## src/rtl/pfq_pkg.sv

```systemverilog
package pfq_pkg;

    localparam int BYTE_W = 8;

    typedef logic [BYTE_W-1:0] pfq_byte_t;

    // State of the single fetch slot
    typedef enum logic [1:0] {
        FS_IDLE = 2'd0,   // no read outstanding
        FS_WAIT = 2'd1,   // read granted, byte will be queued
        FS_DROP = 2'd2    // read granted before a flush, byte will be discarded
    } fetch_st_e;

endpackage

```

## src/rtl/pfq_fetch.sv

```systemverilog
module pfq_fetch #(
    parameter int              AW         = 16,
    parameter logic [AW-1:0]   RESET_ADDR = '0
) (
    input  logic          clk,
    input  logic          rst_n,
    input  logic          flush_i,
    input  logic [AW-1:0] flush_addr_i,
    input  logic          bus_busy_i,
    input  logic          room_i,
    input  logic          gnt_i,
    input  logic          rvalid_i,
    output logic          req_o,
    output logic [AW-1:0] addr_o,
    output logic          push_o
);
    import pfq_pkg::*;

    typedef struct packed {
        logic [AW-1:0] addr;
        fetch_st_e     st;
    } fetch_t;

    fetch_t state_d, state_q;
    logic   req_c;
    logic   push_c;

    always_comb begin
        state_d = state_q;
        push_c  = 1'b0;
        req_c   = !flush_i && !bus_busy_i && room_i && (state_q.st == FS_IDLE);

        case (state_q.st)
            FS_IDLE: begin
                if (req_c && gnt_i) begin
                    state_d.addr = state_q.addr + AW'(1);
                    state_d.st   = FS_WAIT;
                end
            end
            FS_WAIT: begin
                if (rvalid_i) begin
                    push_c     = !flush_i;
                    state_d.st = FS_IDLE;
                end else if (flush_i) begin
                    state_d.st = FS_DROP;
                end
            end
            FS_DROP: begin
                if (rvalid_i) begin
                    state_d.st = FS_IDLE;
                end
            end
            default: state_d.st = FS_IDLE;
        endcase

        if (flush_i) begin
            state_d.addr = flush_addr_i;
        end
    end

    always_ff @(posedge clk) begin
        if (!rst_n) begin
            state_q.addr <= RESET_ADDR;
            state_q.st   <= FS_IDLE;
        end else begin
            state_q <= state_d;
        end
    end

    assign req_o  = req_c;
    assign addr_o = state_q.addr;
    assign push_o = push_c;

endmodule

```

## src/rtl/pfq_fifo.sv

```systemverilog
module pfq_fifo #(
    parameter int DEPTH = 4,
    parameter int PW    = (DEPTH > 1) ? $clog2(DEPTH) : 1,
    parameter int CW    = $clog2(DEPTH + 1)
) (
    input  logic               clk,
    input  logic               rst_n,
    input  logic               clr_i,
    input  logic               push_i,
    input  pfq_pkg::pfq_byte_t push_data_i,
    input  logic               pop_i,
    output logic               valid_o,
    output pfq_pkg::pfq_byte_t data_o,
    output logic [CW-1:0]      count_o
);
    import pfq_pkg::*;

    localparam logic [PW-1:0] LAST = PW'(DEPTH - 1);
    localparam logic [CW-1:0] FULL = CW'(DEPTH);

    typedef struct packed {
        logic [DEPTH-1:0][BYTE_W-1:0] mem;
        logic [PW-1:0]                rd;
        logic [PW-1:0]                wr;
        logic [CW-1:0]                cnt;
    } fifo_t;

    fifo_t fifo_d, fifo_q;
    logic  do_pop, do_push;

    always_comb begin
        fifo_d  = fifo_q;
        do_pop  = pop_i && (fifo_q.cnt != '0);
        do_push = push_i && ((fifo_q.cnt != FULL) || do_pop);

        if (clr_i) begin
            fifo_d.rd  = '0;
            fifo_d.wr  = '0;
            fifo_d.cnt = '0;
        end else begin
            if (do_push) begin
                fifo_d.mem[fifo_q.wr] = push_data_i;
                fifo_d.wr = (fifo_q.wr == LAST) ? '0 : fifo_q.wr + PW'(1);
            end
            if (do_pop) begin
                fifo_d.rd = (fifo_q.rd == LAST) ? '0 : fifo_q.rd + PW'(1);
            end
            fifo_d.cnt = fifo_q.cnt + CW'(do_push) - CW'(do_pop);
        end
    end

    always_ff @(posedge clk) begin
        if (!rst_n) begin
            fifo_q.mem <= '0;
            fifo_q.rd  <= '0;
            fifo_q.wr  <= '0;
            fifo_q.cnt <= '0;
        end else begin
            fifo_q <= fifo_d;
        end
    end

    assign valid_o = (fifo_q.cnt != '0);
    assign data_o  = fifo_q.mem[fifo_q.rd];
    assign count_o = fifo_q.cnt;

endmodule

```

## src/rtl/instr_prefetch_q.sv

```systemverilog
module instr_prefetch_q #(
    parameter int            AW         = 16,
    parameter int            DEPTH      = 4,
    parameter logic [AW-1:0] RESET_ADDR = 16'h0100
) (
    input  logic          clk,
    input  logic          rst_n,
    input  logic          bus_busy_i,
    input  logic          flush_i,
    input  logic [AW-1:0] flush_addr_i,
    output logic          mem_req_o,
    output logic [AW-1:0] mem_addr_o,
    input  logic          mem_gnt_i,
    input  logic          mem_rvalid_i,
    input  logic [7:0]    mem_rdata_i,
    input  logic          pop_i,
    output logic          pop_valid_o,
    output logic [7:0]    pop_data_o
);
    localparam int            CW   = $clog2(DEPTH + 1);
    localparam logic [CW-1:0] FULL = CW'(DEPTH);

    logic          room;
    logic          push;
    logic [CW-1:0] occ;

    assign room = (occ != FULL);

    pfq_fetch #(
        .AW         (AW),
        .RESET_ADDR (RESET_ADDR)
    ) u_fetch (
        .clk          (clk),
        .rst_n        (rst_n),
        .flush_i      (flush_i),
        .flush_addr_i (flush_addr_i),
        .bus_busy_i   (bus_busy_i),
        .room_i       (room),
        .gnt_i        (mem_gnt_i),
        .rvalid_i     (mem_rvalid_i),
        .req_o        (mem_req_o),
        .addr_o       (mem_addr_o),
        .push_o       (push)
    );

    pfq_fifo #(
        .DEPTH (DEPTH)
    ) u_fifo (
        .clk         (clk),
        .rst_n       (rst_n),
        .clr_i       (flush_i),
        .push_i      (push),
        .push_data_i (mem_rdata_i),
        .pop_i       (pop_i && !flush_i),
        .valid_o     (pop_valid_o),
        .data_o      (pop_data_o),
        .count_o     (occ)
    );

endmodule

```

## config.mk

```make
export PLATFORM = sky130hd
export DESIGN_NAME = instr_prefetch_q
export DESIGN_NICKNAME = d
export VERILOG_FILES = /design/src/rtl/pfq_pkg.sv /design/src/rtl/pfq_fetch.sv /design/src/rtl/pfq_fifo.sv /design/src/rtl/instr_prefetch_q.sv
export SDC_FILE = /design/constraint.sdc
export NUM_CORES = 1
export LEC_CHECK = 0
export ABC_AREA = 1
export BUFFER_PORTS_ARGS = -buffer_cell sky130_fd_sc_hd__buf_2
export CORE_AREA = 2 2 87 89
export CTS_CLUSTER_DIAMETER = 100
export CTS_CLUSTER_SIZE = 10
export DETAILED_ROUTE_END_ITERATION = 8
export DIE_AREA = 0 0 89 91
export PLACE_DENSITY = 0.72
export SLEW_MARGIN = 10
export SYNTH_ARGS = -nofsm -noshare
export SYNTH_HDL_FRONTEND = slang
export SYNTH_HIERARCHICAL = 1
export SYNTH_SLANG_ARGS = --single-unit
```

## constraint.sdc

```tcl
create_clock -name clk -period 5.3 [get_ports clk]
set_input_delay 0.53 -clock clk [delete_from_list [all_inputs] [get_ports clk]]
set_output_delay 0.53 -clock clk [all_outputs]
set_load 0.05 [all_outputs]
```

Word level (Yosys, flattened, before mapping)

Cells that the tools add are included.

Register bits: 57

Multiplexer cells: 16
Order comparisons: 3
Reduce and logical (&&, ||, !) cells: 19
$add $sub $neg: 5
Equal/unequal tests: 8
Bitwise gates (word level): 2

Operators by type and width:

| kind                                                                                | count |
|---|---|
| 32-bit bitwise mux                                                                  | 1 |
| 16-bit 2-to-1 mux                                                                   | 2 |
| 18-bit 2-to-1 mux                                                                   | 1 |
| 16-bit by 1-bit adder with 16-bit output, second input constant                     | 1 |
| 8-bit binary-select mux with 2-bit select                                           | 1 |
| 8-bit demux with 2-bit select                                                       | 1 |
| 8-bit 2-to-1 mux                                                                    | 2 |
| 2-bit 2-to-1 mux                                                                    | 5 |
| 1-bit logical AND                                                                   | 8 |
| 2-bit == test, second input constant                                                | 3 |
| 2-bit by 3-bit less-than comparator with 1-bit output, second input constant        | 2 |
| 3-bit inequality test, second input constant                                        | 2 |
| 2-bit case mux with 3 select lines                                                  | 1 |
| 2-bit by 1-bit adder with 2-bit output, second input constant                       | 2 |
| 2-bit inequality test, second input constant                                        | 2 |
| 2-bit AND reduction                                                                 | 2 |
| 2-bit nonzero test                                                                  | 2 |
| 3-bit by 1-bit adder with 3-bit output                                              | 1 |
| 3-bit AND reduction                                                                 | 1 |
| 3-bit nonzero test                                                                  | 1 |
| 3-bit by 1-bit subtractor with 3-bit output                                         | 1 |
| 2-bit by 1-bit == test with 1-bit output, second input constant                     | 1 |
| 2-bit by 1-bit greater-or-equal comparator with 1-bit output, second input constant | 1 |
| 1-bit zero test                                                                     | 2 |
| other kinds (5)                                                                     | 7 |

Longest topological paths before layout

Gate-level depths: netlist (run 1).

Word-level depth: 8
Depth in mapped cells: 12
Mapped depth without buffers: 12

Cells and area by module

Netlist (run 1), hierarchy kept.

By module, submodules not included:

| module           | instances | area each (um2) | cells an instance |
|---|---|---|---|
| pfq_fifo         | 1         | 1949.4          | 302 |
| pfq_fetch        | 1         | 1350.0          | 215 |
| instr_prefetch_q | 1         | 15.0            | 4 |

Worst setup path after synthesis (run 1)

No wires, ideal clock.

Kind: in2reg
Start: in flush_i
End: reg u_fifo.fifo_q (netlist bit u_fifo/count_o[2])
Required time: 5180 ps
Arrival time: 2433 ps
Slack: 2746 ps
Stages: 11
Cells stage by stage: buf_2 > buf_2 > nor2_1 > nand2_1 > ha_1 > inv_1 > ha_1 > fa_1 > xor2_1 > o21ai_0 > a21oi_1

RTL lines:

| element                                     | line                   | text |
|---|---|---|
| start: declaration                          | instr_prefetch_q.sv:9  | `input logic flush_i,` |
| 1-bit zero test                             | pfq_fetch.sv:42        | `push_c = !flush_i;` |
| 1-bit 2-to-1 mux                            | pfq_fetch.sv:41        | `if (rvalid_i) begin` |
| 1-bit 2-to-1 mux                            | pfq_fetch.sv:33        | `case (state_q.st)` |
| named net push                              | instr_prefetch_q.sv:24 | `logic push;` |
| 1-bit logical AND                           | pfq_fifo.sv:34         | `do_push = push_i && ((fifo_q.cnt != FULL) \|\| do_pop);` |
| 3-bit by 1-bit adder with 3-bit output      | pfq_fifo.sv:48         | `fifo_d.cnt = fifo_q.cnt + CW'(do_push) - CW'(do_pop);` |
| 3-bit by 1-bit subtractor with 3-bit output | pfq_fifo.sv:48         |  |
| end signal: assignment                      | pfq_fifo.sv:59         | `fifo_q <= fifo_d;` |
| end: declaration                            | pfq_fifo.sv:28         | `fifo_t fifo_d, fifo_q;` |

The timed path passes the listed nets, and every way through them passes these cells.
A chain may end at the register's enable or synchronous reset.

Worst setup path in the final report (run 1)

Start: reg u_fifo/fifo_q[5] in the netlist's numbering
End: out pop_data_o[0]

Cells in the longest elaborated chain, start to end: 2

Ends and longest elaborated chain:

| element                                   | line                   | text |
|---|---|---|
| 8-bit binary-select mux with 2-bit select | pfq_fifo.sv:64         | `assign data_o = fifo_q.mem[fifo_q.rd];` |
| 8-bit 2-to-1 mux (implied by the code)    | pfq_fifo.sv:64         |  |
| end: declaration                          | instr_prefetch_q.sv:18 | `output logic [7:0] pop_data_o` |

Every way passes these cells. The select of a mux whose other input is x is not followed.

==> results of run 1 <==
worst max-delay path, stage by stage (launching register included):
cell,delay [ns]
dfxtp_1,0.55
inv_1,0.41
o21ai_0,0.27
a21oi_1,0.06
a21oi_1,0.18
buf_2,0.29
flip-flops by register name, indices dropped and copies added (netlist names):
signal / flops
u_fifo/fifo_q: 36
u_fetch/addr_o: 16
u_fetch/state_q: 2
u_fifo/count_o: 3
per-stage QoR:
stage / power (mW) / utilization [%]
finish: 0.968 / 51.6
global route: 1.01 / 51.6
CTS: 0.983 / 51.6
detailed placement: 0.563 / 48.7
global placement: 0.561 / 48.7
floorplan: 0.541 / -
layer usage:
layer | vias up | global-route usage (%) | routed length [um]
met3 | 4 | 4.36 | 441
met5 | - | 0 | 0
met4 | 0 | 5.22 | 34
met1 | 1397 | 23.6 | 3350
li1 | 1656 | - | -
met2 | 86 | 30.5 | 3460
cell usage in the layout (no fill, tap or decap), types with 2 or more instances in the layout:
cell type,count
nand2_1,130
nor2_1,91
inv_1,72
dfxtp_1,57
buf_2,56
a21oi_1,43
nand3_1,25
o21ai_0,16
nand4_1,13
clkbuf_8,10
ha_1,8
xor2_1,4
clkinvlp_4,3
clkinv_1,3
nand2_2,3
nor2_2,3
inv_2,2
nor2_4,2
o21bai_1,2
a21oi_2,2
xnor2_1,2
a22oi_1,2
final cells by class:
class / instances / area (um2) / share of cell area, %
Multi-Input combinational cell: 351 / 1640 / 44.6
Sequential cell: 57 / 1140 / 31.0
Inverter: 77 / 289 / 7.85
Timing Repair Buffer: 56 / 280 / 7.61
Clock buffer: 10 / 138 / 3.74
Tap cell: 99 / 124 / 3.36
Clock inverter: 6 / 66.3 / 1.80
how the worst max path moves through the flow:
| stage | end | cells past startpoint | start | slack [ns] |
|---|---|---|---|---|
| after floorplan | u_fifo/count_o[2] | 11 | flush_i | 2.75 |
| after global placement | u_fifo/count_o[2] | 10 | flush_i | 2.71 |
| after detailed placement | u_fifo/count_o[2] | 10 | flush_i | 2.64 |
| after CTS | pop_data_o[0] | 5 | u_fifo/fifo_q[5] | 2.62 |
| after global routing | pop_data_o[0] | 5 | u_fifo/fifo_q[5] | 2.49 |
| final | pop_data_o[0] | 5 | u_fifo/fifo_q[5] | 2.67 |
power groups by stage:
| stage | logic (mW) | clock network, mW | registers, mW |
|---|---|---|---|
| after floorplan | 0.0854 | 0 | 0.455 |
| after global placement | 0.103 | 0 | 0.458 |
| after detailed placement | 0.105 | 0 | 0.458 |
| after CTS | 0.105 | 0.430 | 0.448 |
| after global routing | 0.115 | 0.446 | 0.450 |
| final | 0.104 | 0.416 | 0.448 |
kinds of logic after synthesis:
kind of cell               after synthesis  share of synthesized area, %
DFF                                     57                          34.4
AOI/OAI and AO/OA                       67                          10.7
buffers and inverters                  113                          16.0
xor gates and xnor gates                 6                          1.59
adders and majority gates                9                          3.62
muxes                                    1                         0.302
and+or+nand+nor                        268                          33.4
==> impl_results.md, run 1 <==
- Worst Tran Pin Value: 0.863 ns
- Final worst slack: 2.67 ns
- CP required: approximately 4.8 ns
- R2r endpoint: u_fifo/count_o[2]
- HP Class: input pin to flop
- Initial antenna violation count: 0
- Max clock buf depth: 2
- Clock power share: approximately 43%
- Row count: 31
- Final setup TNS: 0 ns
- Worst R2R Start: u_fetch/state_q[0]
- Post-Place Setup Slack: ~2.6 ns
- Clock skew: just over 0.008 ns
- Switching pwr: 271 uW
- PortBufs: 56
- DP Area: 3480 um2
- Layout Cells excl Fill: 656
- Area growth syn-to-layout: 11.1%
- Vias in the first global route: 2727
- Slew HR: 42.3%
- CP Launch Type: flop
- Net count, final: between 500 and 600
- Period minus WS final: around 2.6 ns
- Worst hold path depth: 3
- Final setup fails: 0
- Inserted Clock Buffers: 9
- Fillers: roughly 770
- First-pass iteration count of the detailed router: 7
- Syn_area_per_cell: ~6.4 um2
- P_leak: around 1.9 nW
- Yosys top cell by area: dfxtp_1
- Later-pin clock latency in the skew report: between 0.3 and 0.4 ns
- I/O pin total: 57
- Vias per cell: 4.79
- Drt wl/cell: 11.1 um
- Clock slew at reported path FFs: 0.07 ns
- CP Max Fanout: 25
- Die height: 91 um
- Synth Net Count: about 560
- # Max-Cap Violations: 0
- Core area: around 7000 um2
- Post-synth EDFFs: 0
- Max-slew violations: 0
- Synthesized area: 3310 um2
- Diode count: 0
- Fraction of registers with async set/reset: 0%
- Antenna-violating nets left: 0
- Top cell types by occurrence after synthesis: 130 x nand2_1, 91 x nor2_1, 72 x inv_1
- Chip width: a little under 90 um
- CTS Sinks: 57
- Grt ovf: 0
- FF+latch count, synth: between 50 and 60
- Unrepaired setup endpoints after global routing: no
- HP Start: flush_addr_i[8]
- Power Internal: 697 uW
- CTS root buf: clkbuf_8
- H-tree depth: 3
- Remaining DRCs: 0
- R2R setup slack: 2.99 ns
- Total die area: 8100 um2
- Final instance area: 3680 um2
- P per Cell Area: 263 nW/um2
- Placed cell count: 640
- Initial Util: 46.4%
- Status: finished, final reports clean
- VDD IR max: 139 uV
- Dpl hpwl: just over 5 mm
- FMAX: approximately 0.38 GHz
- Share of the synthesized area in the top cell type: 34.4%
- Switching share of power: ~28%
- Number of DRC markers in iteration 0: 157
- Largest net degree at the start of global routing: 36
- Worst R2R Path Depth: 10
- Final period utilization: 49.7%
- Most numerous cell in the Yosys netlist: nand2_1
- Distinct cells, synth: 28
- First-pass GRT wire length: approximately 12 mm
- Synth area leaders: dfxtp_1 34%, nand2_1 15%, nor2_1 10%
- Most used flip-flop cell after synthesis: dfxtp_1
- Sequential share of the synthesized area: 34.4%
- Post-CTS Setup Inserts: 0
- Hold-fix buffer count after cts: 0
- Hold Vio Cnt, Final: 0
- Crit end category: output port
- CP arrival: 2.10 ns
- GRT Total Usage: between 10% and 20%
- Hold Slack: about 0.42 ns
- Routed vias: about 3100
- Crit Path Category: flop to output port
- Hold Path Sink: u_fetch/addr_o[8]
- Routability congestion estimate: 0.835
- Final wirelength: 7.28 mm
- TritonCTS clock tree: done
- CTS resizes: 0
- Combinational group share of total power: 10.8%
- Flop pwr share: 46.3%
- Yosys warns: 6
- Cells after Synth: 521
- Layout cells sized above 1: 15.3%
(Power assumes the default switching activity.)
==> inputs of run 2 (changes only) <==
==> constraint.sdc (replaced) <==
create_clock -name clk -period 2.5 [get_ports clk]
set_input_delay 0.25 -clock clk [delete_from_list [all_inputs] [get_ports clk]]
set_output_delay 0.25 -clock clk [all_outputs]
set_load 0.05 [all_outputs]
==> run 2 against run 1 <==
Net effect:
- total power is 130% higher
- clock-buffer cell count rose by 1
- routed wire length up 2.6%
- hold slack worse by 0.28 ns
- utilization grew 1.6 points
- cell count is 1.5% higher
- sequential cell count did not move
- sequential share of layout area shrank 0.94 points
- sequential power rose by 110%
- non-clock buffer count grew 10
- clock power rose to 2.5 times the previous value
- critical endpoint is now u_fifo/count_o[2]
- largest cell class unchanged
- largest power group is now the clock network
==> impl_results.md, run 2 (same netlist as run 1, synthesis figures left out) <==
- Area growth syn-to-layout: 14.6% (was 11.1%)
- CP Max Fanout: 4 (was 25)
- TritonCTS clock tree: done (unchanged)
- Layout Cells excl Fill: 666 (was 656)
- Routability congestion estimate: 0.804 (was 0.835)
- Later-pin clock latency in the skew report: 0.34 ns (about the same)
- Status: finished, final reports clean (unchanged)
- I/O pin total: 57 (unchanged)
- CP required: 2.72 ns (was 4.77 ns)
- Grt met1 use: 22.6% (was 23.6%)
- Max clock buf depth: 2 (unchanged)
- Slew HR: 54.0% (was 42.3%)
- Post-route total power: 2.23 mW (was 968 uW)
- FMAX: 0.470 GHz
- Final period utilization: a little under nine tenths
- CTS root buf: clkbuf_8 (unchanged)
- Crit end category: flop (was output port)
- PortBufs: 56 (unchanged)
- Total die area: 8100 um2 (unchanged)
- CP arrival: 2.35 ns (was 2.10 ns)
- Hold Slack: 0.141 ns (was 0.422 ns)
- Met2 GRT Util: 33.3% (was 30.5%)
- Antenna-violating nets left: 0 (unchanged)
- Chip width: 89 um (unchanged)
- Core area: 7140 um2 (unchanged)
- Final instance area: 3800 um2 (was 3680 um2)
- Net count, final: 602 (was 592)
- VDD IR max: 461 uV (was 139 uV)
- Inserted Clock Buffers: 9 (unchanged)
- Placed cell count: 650 (was 640)
- Grt ovf: 0 (unchanged)
- Vias per cell: 4.75 (was 4.79)
- Layout cells sized above 1: 16.6% (was 15.3%)
- Fillers: 756 (was 772)
- GR Util met3: 7.09% (was 4.36%)
- Top reg by flops: u_fifo/fifo_q (unchanged)
- Period minus WS final: approximately 2.1 ns
- Die height: 91 um (unchanged)
- Hold Vio Cnt, Final: 0 (unchanged)
- Final setup TNS: 0 ns (unchanged)
- Flip-flop count of the largest register after layout: 36 (unchanged)
- Number of DRC markers in iteration 0: 159 (was 157)
- Max-slew violations: 0 (unchanged)
- GRT Total Usage: 19.4% (was 18.4%)
- Commonest non-fill, non-tap cell in the layout: nand2_1 (unchanged)
- P_leak: 1.94 nW (was 1.87 nW)
- First-pass iteration count of the detailed router: 4 (was 7)
- Final wirelength: 7.47 mm (was 7.28 mm)
- # Max-Cap Violations: 0 (unchanged)
- CTS Sinks: 57 (unchanged)
- CP Launch Type: flop (unchanged)
- First-pass GRT wire length: 12.5 mm (was 11.9 mm)
- Global routing's busiest layer: met2 (unchanged)
- CTS resizes: 0 (unchanged)
- Worst Tran Pin Value: 0.689 ns (was 0.863 ns)
- Dpl hpwl: 5.17 mm (was 5.07 mm)
- HP Class: input pin to flop (unchanged)
- Unrepaired setup endpoints after global routing: no (unchanged)
- Diode count: 0 (unchanged)
- Post-CTS Setup Inserts: 0 (unchanged)
- P per Cell Area: 588 nW/um2 (was 263 nW/um2)
- H-tree depth: 3 (unchanged)
- DP Area: 3550 um2 (was 3480 um2)
- Vias in the first global route: 2910 (was 2727)
- Hold-fix buffer count after cts: 0 (unchanged)
- Drt wl/cell: 11.2 um (was 11.1 um)
- Clock slew at reported path FFs: 0.06 ns (was 0.07 ns)
- Initial antenna violation count: 0 (unchanged)
- Clock skew: 0.00429 ns (was 0.00820 ns)
- Final setup fails: 0 (unchanged)
- Routed vias: 3166 (was 3143)
- Largest net degree at the start of global routing: 35 (was 36)
- Most frequent cells in the layout: 130 x nand2_1, 91 x nor2_1, 72 x inv_1 (unchanged)
- Crit Path Category: flop to flop (was flop to output port)
- Initial Util: 46.4% (unchanged)
- Remaining DRCs: 0 (unchanged)
- Row count: 31 (unchanged)
-- run 2: cell type report --
type,instances,area (um2),area share (%)
Multi-Input combinational cell,351,1640,43.3
Sequential cell,57,1140,30.0
Timing Repair Buffer,66,355,9.36
Inverter,77,289,7.61
Clock buffer,11,141,3.72
Tap cell,99,124,3.26
Clock inverter,5,103,2.70
-- run 2: worst max-delay path, cell delays in order, from the launching register on --
cell and delay [ns]:
dfxtp_1 0.31, inv_1 0.10, nand3_1 0.08, nor2_1 0.13
nand2_1 0.12, ha_1 0.29, inv_1 0.04, ha_1 0.19
fa_1 0.38, xor2_1 0.16, o21ai_0 0.16, a21oi_1 0.05
-- run 2: stage by stage --
step / util (%) / setup WS (ns)
finish: 53.2 / 0.374
floorplan: - / 0.146
global placement: 49.8 / 0.390
global route: 53.2 / 0.242
detailed placement: 49.8 / 0.295
CTS: 53.2 / 0.355
-- run 2: power breakdown --
group	switching, mW	internal [mW]	total [mW]
Sequential	0.0249	0.927	0.952
Combinational	0.161	0.0665	0.227
Clock	0.368	0.688	1.06
-- run 2: path summary, 6_finish.rpt --
| path | from | cells past startpoint | end | slack [ns] |
|---|---|---|---|---|
| min reg2reg | u_fifo/fifo_q[14] | 4 | u_fifo/fifo_q[14] | 0.51 |
| min | flush_addr_i[8] | 3 | u_fetch/addr_o[8] | 0.14 |
| max reg2reg | u_fetch/state_q[1] | 11 | u_fifo/count_o[2] | 0.37 |
| max | u_fetch/state_q[1] | 11 | u_fifo/count_o[2] | 0.37 |
-- run 2: routing by layer --
metal | up-vias | share of wire [%] | routed length (um)
li1 | 1672 | - | -
met1 | 1395 | 44 | 3310
met2 | 91 | 48 | 3620
met3 | 8 | 6.2 | 461
met4 | 0 | 1.0 | 76
met5 | - | 0 | 0
==> inputs of run 3 (changes only) <==
--- a/config.mk
+++ b/config.mk
@@ -13,6 +13,7 @@
 export DETAILED_ROUTE_END_ITERATION = 8
 export DIE_AREA = 0 0 89 91
 export PLACE_DENSITY = 0.72
+export SETUP_SLACK_MARGIN = 0.5
 export SLEW_MARGIN = 10
 export SYNTH_ARGS = -nofsm -noshare
 export SYNTH_HDL_FRONTEND = slang
==> run 3 against run 2 <==
Net effect:
- sequential cell count did not move
- clock-buffer cell count did not move
- combinational power barely moved
- die area did not move
- routed wire length rose by 5.9%
- sequential power barely moved
- utilization rose by 1.6 points
- hold slack got worse by 0.0040 ns
- maximum frequency rose by 9.6%
- register-to-register slack improved by 0.19 ns
- cell area rose by 3.0%
- largest power group unchanged
- highest routed layer unchanged
==> impl_results.md, run 3 (same netlist as run 1, synthesis figures left out) <==
- P per Cell Area: 573 nW/um2 (was 588 nW/um2)
- Placed cell count: 649 (was 650)
- Crit end category: output port (was flop)
- Post-route total power: 2.24 mW (was 2.23 mW)
- Initial antenna violation count: 0 (unchanged)
- Vias per cell: 4.82 (was 4.75)
- Top reg by flops: u_fifo/fifo_q (unchanged)
- GRT Total Usage: 20.8% (was 19.4%)
- Crit-path cells: clkinvlp_4, o21ai_0, a21oi_1, a21oi_1, buf_2 (was inv_1, nand3_1, nor2_1, nand2_1, ha_1, inv_1, ha_1, fa_1, xor2_1, o21ai_0, a21oi_1)
- Core area: 7140 um2 (unchanged)
- Remaining DRCs: 0 (unchanged)
- Final wirelength: 7.91 mm (was 7.47 mm)
- P_leak: 1.97 nW (was 1.94 nW)
- Chip width: 89 um (unchanged)
- # Max-Cap Violations: 0 (unchanged)
- CP Launch Type: flop (unchanged)
- Worst Tran Pin Value: 0.553 ns (was 0.689 ns)
- FMAX: 0.515 GHz (was 0.470 GHz)
- PortBufs: 56 (unchanged)
- Commonest non-fill, non-tap cell in the layout: nand2_1 (unchanged)
- Hold-fix buffer count after cts: 0 (unchanged)
- Cell repeated most along the worst path: a21oi_1
- First-pass iteration count of the detailed router: 4 (unchanged)
- Antenna-violating nets left: 0 (unchanged)
- Later-pin clock latency in the skew report: 0.34 ns (about the same)
- Max incr delay on CP: 0.39 ns (was 0.38 ns)
- Clock slew at reported path FFs: 0.07 ns (was 0.06 ns)
- Layout cells sized above 1: 20.5% (was 16.6%)
- Total die area: 8100 um2 (unchanged)
- Flip-flop count of the largest register after layout: 36 (unchanged)
- Routability congestion estimate: 0.796 (was 0.804)
- TritonCTS clock tree: done (unchanged)
- I/O pin total: 57 (unchanged)
- R2R setup slack: 0.56 ns (was 0.37 ns)
- Crit Path Category: flop to output port (was flop to flop)
- Hold Vio Cnt, Final: 0 (unchanged)
- Post-Place Setup Slack: 0.312 ns (was 0.295 ns)
- CTS Sinks: 57 (unchanged)
- Final instance area: 3910 um2 (was 3800 um2)
- Grt ovf: 0 (unchanged)
- CP max stage cell: dfxtp_1 (was fa_1)
- Number of DRC markers in iteration 0: 126 (was 159)
- Max clock buf depth: 2 (unchanged)
- First-pass GRT wire length: 13.4 mm (was 12.5 mm)
- Slew HR: 62.9% (was 54.0%)
- Die height: 91 um (unchanged)
- Inserted Clock Buffers: 9 (unchanged)
- Area growth syn-to-layout: 18.0% (was 14.6%)
- Drt wl/cell: 11.8 um (was 11.2 um)
- Status: finished, final reports clean (unchanged)
- Row count: 31 (unchanged)
- CP required: 2.25 ns (was 2.72 ns)
- Unrepaired setup endpoints after global routing: yes (was no)
- Post-Route Utilization: 54.8% (was 53.2%)
- Final period utilization: 77.6% (was 85.0%)
- Routed vias: 3232 (was 3166)
- Most frequent cells in the layout: 127 x nand2_1, 89 x nor2_1, 68 x inv_1 (was 130 x nand2_1, 91 x nor2_1, 72 x inv_1)
- CP arrival: 1.69 ns (was 2.35 ns)
- Clock skew: 0.00750 ns (was 0.00429 ns)
- Dpl hpwl: 5.29 mm (was 5.17 mm)
- Diode count: 0 (unchanged)
- Final setup TNS: 0 ns (unchanged)
- DP Area: 3580 um2 (was 3550 um2)
- Period minus WS final: 1.94 ns (was 2.13 ns)
- Final setup fails: 0 (unchanged)
- H-tree depth: 3 (unchanged)
- Final worst slack: 0.560 ns (was 0.374 ns)
- VDD IR max: 408 uV (was 461 uV)
- HP Class: input pin to flop (unchanged)
- Layout Cells excl Fill: 671 (was 666)
- CTS root buf: clkbuf_8 (unchanged)
- Net count, final: 607 (was 602)
- Largest net degree at the start of global routing: 22 (was 35)
- Initial Util: 46.4% (unchanged)
- CP Max Fanout: 17 (was 4)
- Max-slew violations: 0 (unchanged)
- Hold Slack: 0.137 ns (was 0.141 ns)
- Vias in the first global route: 3065 (was 2910)
==> run 3: cell types whose count changed in the layout (fill, tap and decap cells not counted), moves of 3 or more <==
cell        previous run  this run
buf_4                 10        13
clkbuf_4               0         4
dfxtp_1               57        52
buf_2                 56        52
nand2_1              130       127
inv_1                 72        68
clkinvlp_4             1         5
dfxtp_2                0         4
==> run 3: repair_timing <==
action,CTS,global route
setup endpoints to repair,8,6
gates resized for setup,4,14
buffers inserted,1,3
gates cloned,2,0
pin swaps,1,5
==> run 3: layout make-up <==
type / count / area, um2
Fill cell: 744 / 3230
Timing Repair inverter: 2 / 15.0
Multi-Input combinational cell: 351 / 1690
Sequential cell: 57 / 1150
Clock buffer: 11 / 141
Clock inverter: 5 / 103
Timing Repair Buffer: 69 / 388
Inverter: 77 / 297
Tap cell: 99 / 124
==> run 3: path summary, 6_finish.rpt <==
kind	startpoint	endpoint	cells after the start
max	u_fifo/fifo_q[6]	pop_data_o[5]	5
min	flush_addr_i[8]	u_fetch/addr_o[8]	3
max reg2reg	u_fifo/count_o[1]	u_fifo/count_o[2]	11
min reg2reg	u_fifo/fifo_q[25]	u_fifo/fifo_q[25]	4
==> run 3: critical path, delay by kind of cell, from the launching register on <==
| family | cells | cell delay [ns] |
|---|---|---|
| buf+inv | 2 | 0.58 |
| flops | 1 | 0.39 |
| compound gates | 3 | 0.37 |
==> run 3: report_power, final <==
part	switching [mW]	leakage [nW]	total, mW	internal, mW
sequential	0.0244	0.465	0.950	0.926
clock	0.373	0.120	1.06	0.688
combinational	0.162	1.39	0.230	0.0676
==> run 3: routing by layer <==
| metal | GRT usage (%) | vias to the layer above | share of wire [%] |
|---|---|---|---|
| li1 | - | 1679 | - |
| met1 | 23.5 | 1459 | 42 |
| met2 | 37.9 | 87 | 51 |
| met3 | 5.91 | 7 | 5.9 |
| met4 | 4.48 | 0 | 0.87 |
| met5 | 0 | - | 0 |
